`src/rtl/evict_pkg.sv`:
```
package evict_pkg;

    typedef enum logic [0:0] {
        ST_IDLE = 1'b0,
        ST_SCAN = 1'b1
    } scan_state_e;

    typedef struct packed {
        logic used;
        logic dirty;
    } frame_cls_t;

    localparam int NUM_PASSES = 4;

    // even pass seeks (0,0); odd pass seeks (0,1)
    function automatic logic cls_match(frame_cls_t c, logic [1:0] pass);
        return !c.used && (c.dirty == pass[0]);
    endfunction

endpackage

```
`src/rtl/evict_flags.sv`:
```
module evict_flags #(
    parameter int N  = 16,
    parameter int IW = $clog2(N)
) (
    input  logic          clk,
    input  logic          rst,
    input  logic          acc_valid,
    input  logic [IW-1:0] acc_idx,
    input  logic          acc_write,
    input  logic          age_en,
    input  logic [IW-1:0] age_idx,
    input  logic          drop_en,
    input  logic [IW-1:0] drop_idx,
    output logic [N-1:0]  used_bits,
    output logic [N-1:0]  dirty_bits
);

    for (genvar g = 0; g < N; g++) begin : g_frame
        logic hit_g, age_g, drop_g;
        assign hit_g  = acc_valid && (acc_idx == IW'(g));
        assign age_g  = age_en && (age_idx == IW'(g));
        assign drop_g = drop_en && (drop_idx == IW'(g));

        always_ff @(posedge clk) begin
            if (rst) begin
                used_bits[g]  <= 1'b0;
                dirty_bits[g] <= 1'b0;
            end else begin
                if (hit_g)
                    used_bits[g] <= 1'b1;
                else if (age_g || drop_g)
                    used_bits[g] <= 1'b0;
                if (hit_g && acc_write)
                    dirty_bits[g] <= 1'b1;
                else if (drop_g)
                    dirty_bits[g] <= 1'b0;
            end
        end
    end

    // an access marks the frame used on the following cycle
    p_acc_sets_used_r2: assert property (@(posedge clk) disable iff (rst)
        acc_valid |=> used_bits[$past(acc_idx)]);

    // a write access marks the frame dirty
    p_wr_sets_dirty_r2: assert property (@(posedge clk) disable iff (rst)
        (acc_valid && acc_write) |=> dirty_bits[$past(acc_idx)]);

endmodule

```
`src/rtl/evict_scan.sv`:
```
module evict_scan
    import evict_pkg::*;
#(
    parameter int N  = 16,
    parameter int IW = $clog2(N)
) (
    input  logic          clk,
    input  logic          rst,
    input  logic          req,
    input  logic [N-1:0]  used_bits,
    input  logic [N-1:0]  dirty_bits,
    output logic          age_en,
    output logic [IW-1:0] age_idx,
    output logic          drop_en,
    output logic [IW-1:0] drop_idx,
    output logic          busy,
    output logic [1:0]    pass_o,
    output logic          done,
    output logic [IW-1:0] victim_idx,
    output logic          victim_dirty
);

    localparam logic [IW-1:0] LAST = IW'(N - 1);
    localparam logic [1:0]    FINAL_PASS = 2'(NUM_PASSES - 1);

    scan_state_e   state;
    logic [IW-1:0] hand, step, hand_nxt;
    logic [1:0]    pass;
    frame_cls_t    cur;
    logic          last_step, take;

    assign cur       = '{used: used_bits[hand], dirty: dirty_bits[hand]};
    assign last_step = (step == LAST);
    assign hand_nxt  = (hand == LAST) ? '0 : hand + 1'b1;
    assign busy      = (state == ST_SCAN);
    assign take      = busy && (cls_match(cur, pass) ||
                                (pass == FINAL_PASS && last_step));
    assign age_en    = busy && !take && pass[0];
    assign age_idx   = hand;
    assign drop_en   = take;
    assign drop_idx  = hand;
    assign pass_o    = pass;

    always_ff @(posedge clk) begin
        if (rst) begin
            state        <= ST_IDLE;
            hand         <= '0;
            step         <= '0;
            pass         <= '0;
            done         <= 1'b0;
            victim_idx   <= '0;
            victim_dirty <= 1'b0;
        end else begin
            done <= 1'b0;
            unique case (state)
                ST_IDLE: begin
                    if (req) begin
                        state <= ST_SCAN;
                        step  <= '0;
                        pass  <= '0;
                    end
                end
                ST_SCAN: begin
                    hand <= hand_nxt;
                    if (take) begin
                        done         <= 1'b1;
                        victim_idx   <= hand;
                        victim_dirty <= cur.dirty;
                        state        <= ST_IDLE;
                    end else if (last_step) begin
                        step <= '0;
                        pass <= pass + 1'b1;
                    end else begin
                        step <= step + 1'b1;
                    end
                end
                default: state <= ST_IDLE;
            endcase
        end
    end

    // done never lasts two cycles
    p_done_pulse_r7: assert property (@(posedge clk) disable iff (rst)
        done |=> !done);

    // hand parks one past the victim
    p_hand_after_victim_r8: assert property (@(posedge clk) disable iff (rst)
        done |-> hand == ((victim_idx == LAST) ? '0 : victim_idx + 1'b1));

endmodule

```
`src/rtl/evict_clock_sel.sv`:
```
module evict_clock_sel #(
    parameter int N  = 16,
    parameter int IW = $clog2(N)
) (
    input  logic          clk,
    input  logic          rst,
    input  logic          acc_valid,
    input  logic [IW-1:0] acc_idx,
    input  logic          acc_write,
    input  logic          req,
    output logic          done,
    output logic [IW-1:0] victim_idx,
    output logic          victim_dirty
);

    localparam int MAX_EXAM = 4 * N;
    localparam int CW = $clog2(MAX_EXAM + 1) + 1;

    logic [N-1:0]  used_bits, dirty_bits;
    logic          age_en, drop_en, busy;
    logic [IW-1:0] age_idx, drop_idx;
    logic [1:0]    pass;

    evict_flags #(.N(N), .IW(IW)) flags_i (
        .clk       (clk),
        .rst       (rst),
        .acc_valid (acc_valid),
        .acc_idx   (acc_idx),
        .acc_write (acc_write),
        .age_en    (age_en),
        .age_idx   (age_idx),
        .drop_en   (drop_en),
        .drop_idx  (drop_idx),
        .used_bits (used_bits),
        .dirty_bits(dirty_bits)
    );

    evict_scan #(.N(N), .IW(IW)) scan_i (
        .clk         (clk),
        .rst         (rst),
        .req         (req),
        .used_bits   (used_bits),
        .dirty_bits  (dirty_bits),
        .age_en      (age_en),
        .age_idx     (age_idx),
        .drop_en     (drop_en),
        .drop_idx    (drop_idx),
        .busy        (busy),
        .pass_o      (pass),
        .done        (done),
        .victim_idx  (victim_idx),
        .victim_dirty(victim_dirty)
    );

    // examination counter used only by the bound check below
    logic [CW-1:0] exam_cnt;
    always_ff @(posedge clk) begin
        if (rst || !busy) exam_cnt <= '0;
        else              exam_cnt <= exam_cnt + 1'b1;
    end

    // search never exceeds four passes
    p_search_bound_r6: assert property (@(posedge clk) disable iff (rst)
        busy |-> exam_cnt < CW'(MAX_EXAM));

    // first pass leaves all flags untouched
    p_first_pass_quiet_r4: assert property (@(posedge clk) disable iff (rst)
        (busy && pass == 2'd0 && !acc_valid) |=>
            ($stable(used_bits) && $stable(dirty_bits)));

    // victim flags are clear after selection unless re-accessed
    p_victim_cleared_r8: assert property (@(posedge clk) disable iff (rst)
        (done && !$past(acc_valid)) |->
            (!used_bits[victim_idx] && !dirty_bits[victim_idx]));

endmodule

```
`config.mk`:
```
export PLATFORM = sky130hd
export DESIGN_NAME = evict_clock_sel
export DESIGN_NICKNAME = d
export VERILOG_FILES = /design/src/rtl/evict_pkg.sv /design/src/rtl/evict_flags.sv /design/src/rtl/evict_scan.sv /design/src/rtl/evict_clock_sel.sv
export SDC_FILE = /design/constraint.sdc
export NUM_CORES = 1
export LEC_CHECK = 0
export BUFFER_PORTS_ARGS = -buffer_cell sky130_fd_sc_hd__buf_2
export CAP_MARGIN = 15
export CORE_MARGIN = 2
export CORE_UTILIZATION = 55
export CTS_CLUSTER_DIAMETER = 120
export CTS_CLUSTER_SIZE = 30
export DETAILED_ROUTE_END_ITERATION = 6
export HOLD_SLACK_MARGIN = 0.06
export PLACE_DENSITY = 0.76
export SYNTH_ARGS = -nofsm -noshare
export SYNTH_HDL_FRONTEND = slang
export SYNTH_SLANG_ARGS = --single-unit
```
`constraint.sdc`:
```
create_clock -name clk -period 2.8 [get_ports clk]
set_input_delay 0.28 -clock clk [delete_from_list [all_inputs] [get_ports clk]]
set_output_delay 0.28 -clock clk [all_outputs]
set_load 0.05 [all_outputs]
```
# Word-level counts from Yosys, hierarchy flattened
# Index checks and enable logic that the tools add are counted.
# totals
register_bits	49
input_bits	9
out_inout_bits	6
# classes
n_addsub	3
magnitude_cmp	1
eq_ne	36
muxes	81
bitwise_logic	1
reduce_logical	126
# op_table
op	count
logical AND 1 bit	69
2-to-1 mux 1 bit	69
equality test 4 bit, second input constant	17
nonzero test 2 bit	32
equality test 4 x 3 -> 1 bit, second input constant	8
logical OR 1 bit	17
equality test 4 x 2 -> 1 bit, second input constant	4
2-to-1 mux 4 bit	4
adder 4 x 1 -> 4 bit, second input constant	2
binary-select mux 1 bit (select 4 bit)	2
equality test 4 x 1 -> 1 bit, second input constant	2
zero test 4 bit	2
case mux 4 bit (2 select lines)	1
2-to-1 mux 2 bit	3
!= test 2 bit, second input constant	3
< comparator 4 x 5 -> 1 bit, second input constant	1
case mux 2 bit (2 select lines)	1
AND reduction 2 bit	2
AND reduction 3 bit	1
adder 2 x 1 -> 2 bit, second input constant	1
equality test 2 bit, second input constant	1
zero test 1 bit	2
case mux 1 bit (2 select lines)	1
OR reduction 2 bit	1
other kinds (2)	2

# Longest topological paths before layout
# Gate-level depths: netlist of the first run.
# logic_depth
depth_word	13
depth_mapped	8
ltp_nobuf	7

# By module
# A second synthesis of the first run with hierarchy kept.
# unflattened
hier_cells	285
hier_area_um2	2592.5
# modules_own_cells
module	n_inst	cells_each	area_each_um2
evict_flags	1	167	1435.1
evict_scan	1	118	1157.4

# Worst setup path after synthesis of the first run
# No wires, ideal clock.
# synth_timing
kind	flip-flop to flip-flop
from	register scan_i.hand[2] (netlist: scan_i.age_idx[2])
to	register scan_i.pass[0] (netlist: scan_i.pass_o[0])
arrival_time_ps	2240
required_time_ps	2679
setup_slack_ps	438
path_stages_with_launch	8
path_cell_list	dfxtp_1 buf_6 mux2_2 mux4_2 mux2_4 nand3_2 and4b_4 mux2_4
# synth_via
elab_chain_len	8
word_cells_on_any_way	11
classes_between	eq/ne: 2; mux: 4; reduce/logical: 5
# synth_rtl
item	line_no	rtl
start, declared	evict_scan.sv:27	logic [IW-1:0] hand, step, hand_nxt;
start signal, assigned	evict_scan.sv:64	hand <= hand_nxt;
binary-select mux 1 bit (select 4 bit)	evict_scan.sv:32	assign cur = '{used: used_bits[hand], dirty: dirty_bits[hand]};
2-to-1 mux 1 bit (implied by the code)	evict_scan.sv:32	
equality test 1 bit or zero test 1 bit (tied branches)	evict_pkg.sv:17	return !c.used && (c.dirty == pass[0]);
logical AND 1 bit *	evict_pkg.sv:17	
logical OR 1 bit *	evict_scan.sv:36	assign take = busy && (cls_match(cur, pass) ||
logical AND 1 bit *	evict_scan.sv:36	
!= test 2 bit (no source line) *	--	
AND reduction 3 bit (no source line) *	--	
end signal, assigned	evict_scan.sv:72	pass <= pass + 1'b1;
end, declared	evict_scan.sv:28	logic [1:0] pass;
# Every way passes the cells marked *; elsewhere a longest branch is shown, timed or not. The select of a mux whose other input is x is not followed.
# A chain may end at the register's enable or synchronous reset.

# Final worst setup path of the first run
# layout_timing
from	register scan_i.hand[2] (netlist: scan_i.age_idx[2])
to	register flags_i.dirty_bits[3]
# layout_via
elab_chain_len	8
word_cells_on_any_way	12
classes_between	eq/ne: 2; mux: 4; reduce/logical: 6
# layout_rtl
item	line_no	rtl
binary-select mux 1 bit (select 4 bit)	evict_scan.sv:32	
2-to-1 mux 1 bit (implied by the code)	evict_scan.sv:32	
equality test 1 bit or zero test 1 bit (tied branches)	evict_pkg.sv:17	
logical AND 1 bit	evict_pkg.sv:17	
logical OR 1 bit	evict_scan.sv:36	
logical AND 1 bit	evict_scan.sv:36	
logical AND 1 bit *	evict_flags.sv:22	assign drop_g = drop_en && (drop_idx == IW'(g));
nonzero test 2 bit (no source line) *	--	
end signal, assigned by index	evict_flags.sv:27	dirty_bits[g] <= 1'b0;
end signal, assigned by index	evict_flags.sv:34	dirty_bits[g] <= 1'b1;
end signal, assigned by index	evict_flags.sv:36	dirty_bits[g] <= 1'b0;
end, declared	evict_flags.sv:15	output logic [N-1:0] dirty_bits
# Marked as above.

==> run metrics, run 1 <==
status=finished clean; Synth Register Bits=49; Synth Area in XOR/XNOR=0.3391%; Seq/Total Area, Yosys=37.98%; total gr overflow=0; Chip Height=72.53 um; Clk network pwr share=32.7%; Seq pwr share=between 50% and 60%; I/O pin count=15; initial antenna violation count=0; r2r setup slk=0.17 ns; Layout Cells excl Fill=360; cell taking the most area after synthesis=dfxtp_1; reg2reg path depth=8; most frequent cells in the layout=dfxtp_1, o21ai_0, nand2_1, a21oi_1, nor2b_1; max-cap violations=0; Startpoint Class=flop; Net Sw Frac=roughly a quarter; worst path cell trace=buf_4 -> mux2_2 -> mux4_2 -> mux2_4 -> a31oi_4 -> buf_4 -> o21ai_0 -> a21oi_1; setup violators final=0; hold path start=req; clock transition at the registers of the reported paths=0.08 ns; Slowest cell on crit path=mux4_2; Placement Setup Slack=0.2225 ns; Gate power share=8.8%; highest net fanout along the worst path=16; Worst Path Required=3.04 ns; Int Pwr=around 0.92 mW; pin count of the biggest net entering global routing=42; leading cell type in the layout, fill and taps excluded=dfxtp_1; Syn Area/Cell=roughly 8.7 um2; Power Density=446.4 nW/um2; n_diodes=0; Max VDD drop=0.2579 mV; placed cells=352; initial core utilization=58.11%; kind of critical path=flop to flop; min-delay worst type=input pin to flop; clock sinks=49; synthesized-area fraction occupied by adder cells=2.907%; Achievable Freq=~0.38 GHz; crit end category=flop; RSZ-0062 raised after global routing=no; Leakage=0.9975 nW; # H-tree levels=2; post-CTS sizing=0; worst hold path depth=3; number of vias per cell=a little over 6; post-synthesis mux area share=14.00%; clock buffer depth=2; DR DRC count=0; Antenna Nets Post-Route=0; Slew @ Worst Pin=about 0.72 ns; first-pass detailed-route iteration total=4; 1st-iter DRT viols=186; layout cells sized above 1=between 15 and 20%; DIE AREA=between 5000 and 6000 um2; min Tclk post-route=~2.6 ns; share of the synthesized area in the top cell type=37.98%; Layout Utilization=62.11%; Detailed Place HPWL=4.390 mm; Fin. Hold Viols=0; Clk Latency, worst-skew pair=0.30 ns; Worst slew margin=52.03%; Final Skew=0.003422 ns; vias in the first global route=2060; P&R area growth vs syn=6.880%; largest family of logic cells by synthesized area=simple AND/OR/NAND/NOR gates; max-slew violations=0; GP Congestion=0.8711; first-pass GRT wire length=around 10 mm; Synth area leaders=dfxtp_1, o21ai_0, mux4_2; Min-Delay Endpoint=scan_i.busy$_SDFF_PP0_; die extent in x=72.53 um; Compound-Gate Fraction of Synth Area=a little under a fifth; Routed WL=5.984 mm; Critical R2R Launch=scan_i.age_idx[2]$_SDFFE_PP0P_; P_sw=between 0.3 and 0.4 mW; I/O Buffers=14; hold buffers post-CTS=0; Netlist cell types=45; worst reg2reg endpoint=flags_i.dirty_bits[3]$_SDFFE_PP0P_; Final period util=93.88%; simple logic cell fraction of the synthesized area=22.58%; TritonCTS clock tree=built; clk root buf=clkbuf_8; Sum Neg Setup Slack=0 ns; overall routing resource usage=24.99%; Cell Area, Synth=2582 um2; Num CTS Buffers=5; max incr delay on CP=0.49 ns; CP arrival=2.86 ns; setup bufs post-CTS=0; synth warn=0; Worst path most repeated cell=buf_4; row cnt=24; Core Area=4444 um2; Vias=2186; Post-Syn Nets=311; setup ws final=0.1715 ns; number of nets in the layout=322; WL/cell=~17 um; Syn Inst Count=296
-- cell families after synthesis --
kind of cell,after synthesis
buffers and inverters,21
XOR/XNOR,1
AND/OR/NAND/NOR,109
AO/OA/AOI/OAI,86
multiplexers,24
flip-flops,49
adder cells (fa/ha/maj),6
-- layout make-up --
class                      count  area [um2]
tap                           52       65.06
timing repair buffer          21       122.6
clock buffer                   8       80.08
inverter                       4       15.01
sequential                    49       980.9
multi-input combinational    226        1496
fill                         406        1684
-- per-layer routing --
metal | global-route usage, % | part of all wire [%] | up-vias
met4 | 9.877 | 1.7 | 0
met5 | 0 | 0 | -
li1 | - | - | 1080
met2 | 36.57 | 45 | 69
met1 | 36.95 | 49 | 1028
met3 | 3.750 | 5.0 | 9
-- power by group through the flow --
stage	Sequential (mW)	Combinational (mW)	Clock [mW]
5_1_grt	0.723	0.119	0.436
2_1_floorplan	0.734	0.0760	0
6_report	0.721	0.108	0.403
4_1_cts	0.720	0.107	0.409
3_5_place_dp	0.737	0.106	0
3_3_place_gp	0.737	0.104	0
-- critical path: cells and delay by family, from the launching register on --
kind	cells	cell delay, ns
muxes	3	1.19
DFF	1	0.34
AOI/OAI and AO/OA	3	0.53
buffers and inverters	2	0.50
-- worst max-delay path by stage --
| stage | end | slack [ns] | start |
|---|---|---|---|
| floorplan | scan_i.pass_o[0]$_SDFFE_PP0P_ | 0.44 | scan_i.age_idx[2]$_SDFFE_PP0P_ |
| global placement | flags_i.used_bits[11]$_SDFFE_PP0P_ | 0.30 | scan_i.age_idx[2]$_SDFFE_PP0P_ |
| detailed placement | flags_i.dirty_bits[3]$_SDFFE_PP0P_ | 0.22 | scan_i.age_idx[2]$_SDFFE_PP0P_ |
| CTS | flags_i.dirty_bits[3]$_SDFFE_PP0P_ | 0.19 | scan_i.age_idx[2]$_SDFFE_PP0P_ |
| global route | flags_i.dirty_bits[14]$_SDFFE_PP0P_ | 0.05 | scan_i.age_idx[2]$_SDFFE_PP0P_ |
| finish | flags_i.dirty_bits[3]$_SDFFE_PP0P_ | 0.17 | scan_i.age_idx[2]$_SDFFE_PP0P_ |
-- sequential cells by signal, indices dropped and copies added, names as in the netlist, 2 cells and up --
register	flops
scan_i.step	4
flags_i.used_bits	16
scan_i.age_idx	4
scan_i.victim_idx	4
scan_i.pass_o	2
flags_i.dirty_bits	16
-- through the flow --
stage	hold WS [ns]	power, mW	area [um2]
floorplan	0.4239	0.8098	2582
global placement	0.4488	0.8409	2680
detailed placement	0.4680	0.8429	2680
CTS	0.2323	1.236	2760
global route	0.2455	1.278	2760
finish	0.2444	1.232	2760
-- Yosys cell counts (all sizes together) --
master / n
and3b: 2
a21oi: 24
xor2: 1
nand2: 32
nand3: 15
nor2b: 20
nor3: 1
nor4: 1
inv: 3
nand3b: 5
o21ai: 54
and2: 1
mux4: 7
o21a: 1
buf: 7
mux2: 11
clkinv: 1
a31oi: 4
and4b: 1
mux2i: 6
or2: 2
or4: 1
ha: 6
clkbuf: 10
a32o: 1
or3: 3
or3b: 1
nand2b: 3
a311oi: 1
dfxtp: 49
a211oi: 1
and3: 5
nor3b: 3
nor2: 13
Note: power is estimated with default switching activity, not from simulation.
==> run 2, diff against run 1 <==
--- a/config.mk
+++ b/config.mk
@@ -7,13 +7,16 @@
 export LEC_CHECK = 0
 export BUFFER_PORTS_ARGS = -buffer_cell sky130_fd_sc_hd__buf_2
 export CAP_MARGIN = 15
+export CELL_PAD_IN_SITES_DETAIL_PLACEMENT = 1
+export CELL_PAD_IN_SITES_GLOBAL_PLACEMENT = 1
 export CORE_MARGIN = 2
-export CORE_UTILIZATION = 55
+export CORE_UTILIZATION = 46
 export CTS_CLUSTER_DIAMETER = 120
 export CTS_CLUSTER_SIZE = 30
 export DETAILED_ROUTE_END_ITERATION = 6
+export GPL_TIMING_DRIVEN = 0
 export HOLD_SLACK_MARGIN = 0.06
-export PLACE_DENSITY = 0.76
+export PLACE_DENSITY = 0.82
 export SYNTH_ARGS = -nofsm -noshare
 export SYNTH_HDL_FRONTEND = slang
 export SYNTH_SLANG_ARGS = --single-unit
==> run metrics, run 2 (synthesized netlist as in run 1, its figures left out) <==
most frequent cells in the layout=dfxtp_1, o21ai_0, nand2_1, a21oi_1, nor2b_1; number of vias per cell=5.895 (-2.9%); max-slew violations=0 (unchanged); leading cell type in the layout, fill and taps excluded=dfxtp_1; total power=1.254 mW (+1.8%); GRT met3 Usage=3.636% (-0.11 points); n_diodes=0 (unchanged); clock sinks=49 (unchanged); TritonCTS clock tree=built; Worst Path Required=2.99 ns (-0.05 ns); Gate power share=9.9% (+1.1 points); initial core utilization=47.19% (-11 points); met1 Use GR=35.03% (-1.9 points); Slew @ Worst Pin=0.6412 ns (-0.07830 ns); # H-tree levels=2 (unchanged); setup bufs post-CTS=0 (unchanged); first-pass detailed-route iteration total=4 (unchanged); Startpoint Class=flop; Clk network pwr share=32.9% (+0.2 points); highest net fanout along the worst path=10 (-6); DR DRC count=0 (unchanged); Worst path depth=8 (unchanged); WHS=0.2334 ns (-0.01102 ns); min-delay worst type=input pin to flop; I/O Buffers=13 (-1); pin count of the biggest net entering global routing=15 (-64%); setup violators final=0 (unchanged); Core Area=5473 um2 (+23%); biggest regs=flags_i.dirty_bits (16), flags_i.used_bits (16); CP arrival=2.87 ns (about the same); Max VDD drop=0.1610 mV (-38%); Layout Cells excl Fill=389 (+8.1%); Routed WL=7.451 mm (+25%); first-pass GRT wire length=12.15 mm (+19%); kind of critical path=flop to flop; RSZ-0062 raised after global routing=no; clock buffer depth=2 (unchanged); max incr delay on CP=0.53 ns (+0.04 ns); P&R area growth vs syn=9.254%; status=finished clean; crit end category=flop; number of nets in the layout=331 (+2.8%); DIE AREA=6229 um2 (+18%); Slowest cell on crit path=mux4_2; hold path start=req; Layout Utilization=51.55% (-11 points); worst hold path depth=3 (unchanged); Antenna Nets Post-Route=0 (unchanged); reg2reg path depth=8 (unchanged); Num CTS Buffers=5 (unchanged); Critical R2R Launch=scan_i.age_idx[2]$_SDFFE_PP0P_; initial antenna violation count=0 (unchanged); Crit path max-delay family=multiplexers; Fin. Hold Viols=0 (unchanged); Leakage=1.010 nW (+1.2%); clock transition at the registers of the reported paths=0.09 ns (about the same); min Tclk post-route=2.688 ns (+0.05911 ns); row cnt=27 (+13%); P_sw=0.3322 mW (+7.7%); M2 GR Usage=42.14% (+5.6 points); Top Usage Layer GRT=met2; Seq pwr share=57.1% (-1.4 points); Power Density=444.4 nW/um2 (-0.44%); 1st-iter DRT viols=156 (-16%); Vias=2293 (+4.9%); clk root buf=clkbuf_8; placed cells=381 (+8.2%); CP bufs+invs=2 (unchanged); Net Sw Frac=26.49% (+1.4 points); Worst slew margin=57.16% (+5.1 points); worst path cell trace=buf_6 -> mux2_2 -> mux4_2 -> mux2_2 -> o21a_1 -> clkbuf_2 -> o21ai_0 -> o21ai_0; total gr overflow=0 (unchanged); die extent in x=78.93 um (+8.8%); WL/cell=19.15 um (+15%); max-cap violations=0 (unchanged); Achievable Freq=0.3721 GHz (-2.2%); Final Skew=0.008111 ns (+0.004689 ns); vias in the first global route=2359 (+15%); layout cells sized above 1=16.72% (-0.16 points); Int Pwr=0.9217 mW (-0.20%); GP Congestion=0.8510 (-2.3%); # fillers=701 (+73%); overall routing resource usage=25.48% (+0.49 points); Chip Height=78.93 um (+8.8%); Sum Neg Setup Slack=0 ns (unchanged); Final period util=95.99% (+2.1 points); Clk Latency, worst-skew pair=0.30 ns (about the same); Detailed Place HPWL=5.573 mm (+27%); Critical Path Start=scan_i.age_idx[2]$_SDFFE_PP0P_; I/O pin count=15 (unchanged)
run 2: cell types whose count changed in the layout (fill, tap and decap cells not counted):
| cell | previous run | this run |
|---|---|---|
| buf_4 | 7 | 0 |
| clkbuf_1 | 3 | 9 |
| buf_6 | 0 | 3 |
| buf_1 | 0 | 2 |
| clkbuf_2 | 0 | 2 |
| clkinv_2 | 0 | 2 |
| buf_2 | 14 | 15 |
| o21ai_0 | 38 | 37 |
| o21ai_1 | 15 | 16 |
run 2: path summary, 6_finish.rpt:
check,to,slack (ns)
worst min register to register,flags_i.dirty_bits[12]$_SDFFE_PP0P_,0.47
worst min-delay path,scan_i.busy$_SDFF_PP0_,0.23
worst max-delay path,flags_i.used_bits[12]$_SDFFE_PP0P_,0.11
worst max register to register,flags_i.used_bits[12]$_SDFFE_PP0P_,0.11
run 2: layout make-up:
class	count	area (um2)	share of cell area, %
multi-input combinational	226	1496	53.04
sequential	49	980.9	34.77
buffer	17	91.34	3.237
tap	72	90.09	3.193
clock buffer	6	72.57	2.572
timing repair buffer	13	65.06	2.306
inverter	4	15.01	0.5322
clock inverter	2	10.01	0.3548
run 2: power by group through the flow:
stage | Combinational, mW | Sequential (mW) | Clock (mW)
after floorplan | 0.0760 | 0.734 | 0
after global placement | 0.118 | 0.732 | 0
after detailed placement | 0.123 | 0.732 | 0
after CTS | 0.124 | 0.716 | 0.416
after global routing | 0.138 | 0.718 | 0.449
final | 0.125 | 0.716 | 0.413
run 2: through the flow:
step	worst slack, ns	instance area [um2]
global route	0.01107	2821
global placement	0.1003	2738
detailed placement	-0.01122	2738
CTS	0.09516	2821
floorplan	0.4383	2582
finish	0.1124	2821
run 2: worst register-to-register path, stage by stage, from the launching register on:
cell and delay (ns):
dfxtp_1 0.36, buf_6 0.18, mux2_2 0.38, mux4_2 0.53, mux2_2 0.30, o21a_1 0.28, clkbuf_2 0.23, o21ai_0 0.21
o21ai_0 0.13
run 2: metal layers:
| metal | wire length, um | vias to the layer above | share of wire (%) |
|---|---|---|---|
| met5 | 0 | - | 0 |
| met4 | 126 | 0 | 1.7 |
| met3 | 409 | 15 | 5.5 |
| met2 | 3571 | 64 | 48 |
| met1 | 3343 | 1126 | 45 |
| li1 | - | 1088 | - |
run 2: timing repair:
item                                    4_1_cts  5_1_grt
hold buffers                                  0        0
endpoints found under the setup margin        1        1
resized for setup                             1        1
==> run 3, diff against run 2 <==
--- a/config.mk
+++ b/config.mk
@@ -9,14 +9,15 @@
 export CAP_MARGIN = 15
 export CELL_PAD_IN_SITES_DETAIL_PLACEMENT = 1
 export CELL_PAD_IN_SITES_GLOBAL_PLACEMENT = 1
-export CORE_MARGIN = 2
-export CORE_UTILIZATION = 46
+export CORE_MARGIN = 1.5
+export CORE_UTILIZATION = 48
+export CTS_BUF_LIST = sky130_fd_sc_hd__clkbuf_8
 export CTS_CLUSTER_DIAMETER = 120
 export CTS_CLUSTER_SIZE = 30
 export DETAILED_ROUTE_END_ITERATION = 6
 export GPL_TIMING_DRIVEN = 0
 export HOLD_SLACK_MARGIN = 0.06
-export PLACE_DENSITY = 0.82
+export PLACE_DENSITY = 0.84
 export SYNTH_ARGS = -nofsm -noshare
 export SYNTH_HDL_FRONTEND = slang
 export SYNTH_SLANG_ARGS = --single-unit
==> run metrics, run 3 (synthesized netlist as in run 1, its figures left out) <==
Worst Path Required=2.97 ns (-0.02 ns); r2r setup slk=0.14 ns (+0.02 ns); P&R area growth vs syn=9.108%; 1st-iter DRT viols=199 (+28%); Chip Height=76.35 um (-3.3%); Critical Path Start=scan_i.age_idx[2]$_SDFFE_PP0P_; I/O pin count=15 (unchanged); min-delay worst type=input pin to flop; M2 GR Usage=42.41% (+0.27 points); total power=1.264 mW (+0.80%); kind of critical path=flop to flop; CP bufs+invs=2 (unchanged); # H-tree levels=2 (unchanged); number of vias per cell=5.919 (+0.42%); die extent in x=76.35 um (-3.3%); Antenna Nets Post-Route=0 (unchanged); Worst path most repeated cell=buf_6; clock sinks=49 (unchanged); Slowest cell on crit path=mux4_2; max incr delay on CP=0.50 ns (-0.03 ns); DIE AREA=5829 um2 (-6.4%); hold buffers post-CTS=0 (unchanged); Startpoint Class=flop; Top Usage Layer GRT=met2; n_diodes=0 (unchanged); Num CTS Buffers=5 (unchanged); RSZ-0062 raised after global routing=no; pin count of the biggest net entering global routing=14 (-1); CP arrival=2.83 ns (-0.04 ns); Achievable Freq=0.3755 GHz (+0.93%); initial antenna violation count=0 (unchanged); Max VDD drop=0.3426 mV (+110%); reg2reg path depth=8 (unchanged); Layout Cells excl Fill=385 (-1.0%); # fillers=666 (-5.0%); Clk Latency, worst-skew pair=0.30 ns (about the same); row cnt=26 (-3.7%); Worst Setup EP=scan_i.victim_idx[2]$_SDFFE_PP0P_; clock buffer depth=2 (unchanged); clk root buf=clkbuf_8; initial core utilization=50.24% (+3.1 points); TritonCTS clock tree=built; placed cells=379 (-0.52%); WL/cell=19.24 um (+0.46%); DR DRC count=0 (unchanged); clock transition at the registers of the reported paths=0.09 ns (about the same); setup violators final=0 (unchanged); Worst slew margin=54.89% (-2.3 points); Core Area=5140 um2 (-6.1%); worst reg2reg endpoint=scan_i.victim_idx[2]$_SDFFE_PP0P_; Leakage=1.009 nW (-0.10%); first-pass GRT wire length=11.97 mm (-1.5%); Vias=2279 (-0.61%); met1 Use GR=36.98% (+2.0 points); min Tclk post-route=2.663 ns (-0.02465 ns); most frequent cells in the layout=dfxtp_1, o21ai_0, nand2_1, a21oi_1, nor2b_1; Routed WL=7.408 mm (-0.58%); Layout Utilization=54.82% (+3.3 points); number of nets in the layout=330 (-0.30%); Slew @ Worst Pin=0.6751 ns (+0.03395 ns); Detailed Place HPWL=5.582 mm (+0.16%); GRT met3 Usage=4.671% (+1.0 points); Crit path max-delay family=multiplexers; crit end category=flop; overall routing resource usage=26.49% (+1.0 points); GP Congestion=0.8776 (+3.1%); layout cells sized above 1=16.19% (-0.53 points); first-pass detailed-route iteration total=4 (unchanged); I/O Buffers=13 (unchanged); Sum Neg Setup Slack=0 ns (unchanged); vias in the first global route=2289 (-3.0%); leading cell type in the layout, fill and taps excluded=dfxtp_1; worst path cell trace=buf_6 -> mux2_2 -> mux4_2 -> mux2_4 -> a31oi_4 -> buf_6 -> nand3b_1 -> a21oi_1; Power Density=448.6 nW/um2 (+0.94%); max-slew violations=0 (unchanged); Critical R2R Launch=scan_i.age_idx[2]$_SDFFE_PP0P_; Fin. Hold Viols=0 (unchanged); total gr overflow=0 (unchanged); status=finished clean; max-cap violations=0 (unchanged); biggest regs=flags_i.dirty_bits (16), flags_i.used_bits (16); Final period util=95.11% (-0.88 points); Final Skew=0.004988 ns (-0.003123 ns); Worst path depth=8 (unchanged); highest net fanout along the worst path=10 (unchanged)
run 3: changes by cell type in the layout (fill, tap and decap cells not counted), sizes merged:
cell	change
clkinv	-2
clkbuf	-1
inv	+1
run 3: through the flow:
step           area, um2  worst slack (ns)  hold slack [ns]
2_1_floorplan       2582            0.4383           0.4239
3_3_place_gp        2735            0.1103           0.4480
3_5_place_dp        2735           0.03437           0.4591
4_1_cts             2821           0.01606           0.2296
5_1_grt             2818          0.006601           0.2447
6_report            2818            0.1370           0.2344
run 3: worst register-to-register path, cell delays in order, from the launching register on:
cell and delay (ns):
dfxtp_1 0.35, buf_6 0.17, mux2_2 0.37, mux4_2 0.50, mux2_4 0.35, a31oi_4 0.39
buf_6 0.22, nand3b_1 0.12, a21oi_1 0.06
run 3: where the power goes:
part	switching [mW]	internal, mW	total, mW	leakage (nW)
logic	0.0846	0.0390	0.124	0.564
clock network	0.231	0.193	0.424	0.0485
registers	0.00872	0.708	0.717	0.396
run 3: per-layer routing:
| metal | part of all wire [%] | routed length, um |
|---|---|---|
| met5 | 0 | 0 |
| met4 | 0.89 | 66 |
| met2 | 48 | 3538 |
| met1 | 47 | 3458 |
| met3 | 4.6 | 344 |
run 3: final cells by class:
class | count | area [um2] | share of cell area, %
multi-input cells | 226 | 1496 | 53.11
repair buffers | 13 | 65.06 | 2.309
clock buffers | 6 | 82.58 | 2.931
clock inverters | 1 | 3.754 | 0.1332
plain buffers | 16 | 86.33 | 3.064
flip-flops and latches | 49 | 980.9 | 34.81
well taps | 70 | 87.58 | 3.108
inverters | 4 | 15.01 | 0.5329
run 3: worst min path at each step:
| stage | startpoint | to | slack, ns | cells past startpoint |
|---|---|---|---|---|
| after global placement | flags_i.dirty_bits[12]$_SDFFE_PP0P_ | flags_i.dirty_bits[12]$_SDFFE_PP0P_ | 0.45 | 2 |
| after global routing | req | scan_i.busy$_SDFF_PP0_ | 0.24 | 3 |
| after CTS | req | scan_i.busy$_SDFF_PP0_ | 0.23 | 3 |
| after detailed placement | flags_i.dirty_bits[12]$_SDFFE_PP0P_ | flags_i.dirty_bits[12]$_SDFFE_PP0P_ | 0.46 | 2 |
| final | req | scan_i.busy$_SDFF_PP0_ | 0.23 | 3 |
| after floorplan | req | scan_i.busy$_SDFF_PP0_ | 0.42 | 2 |
run 3: timing repair:
item | 4_1_cts | 5_1_grt
setup endpoints to repair | 0 | 25
gates resized for setup | 0 | 2
buffers inserted | 0 | 0
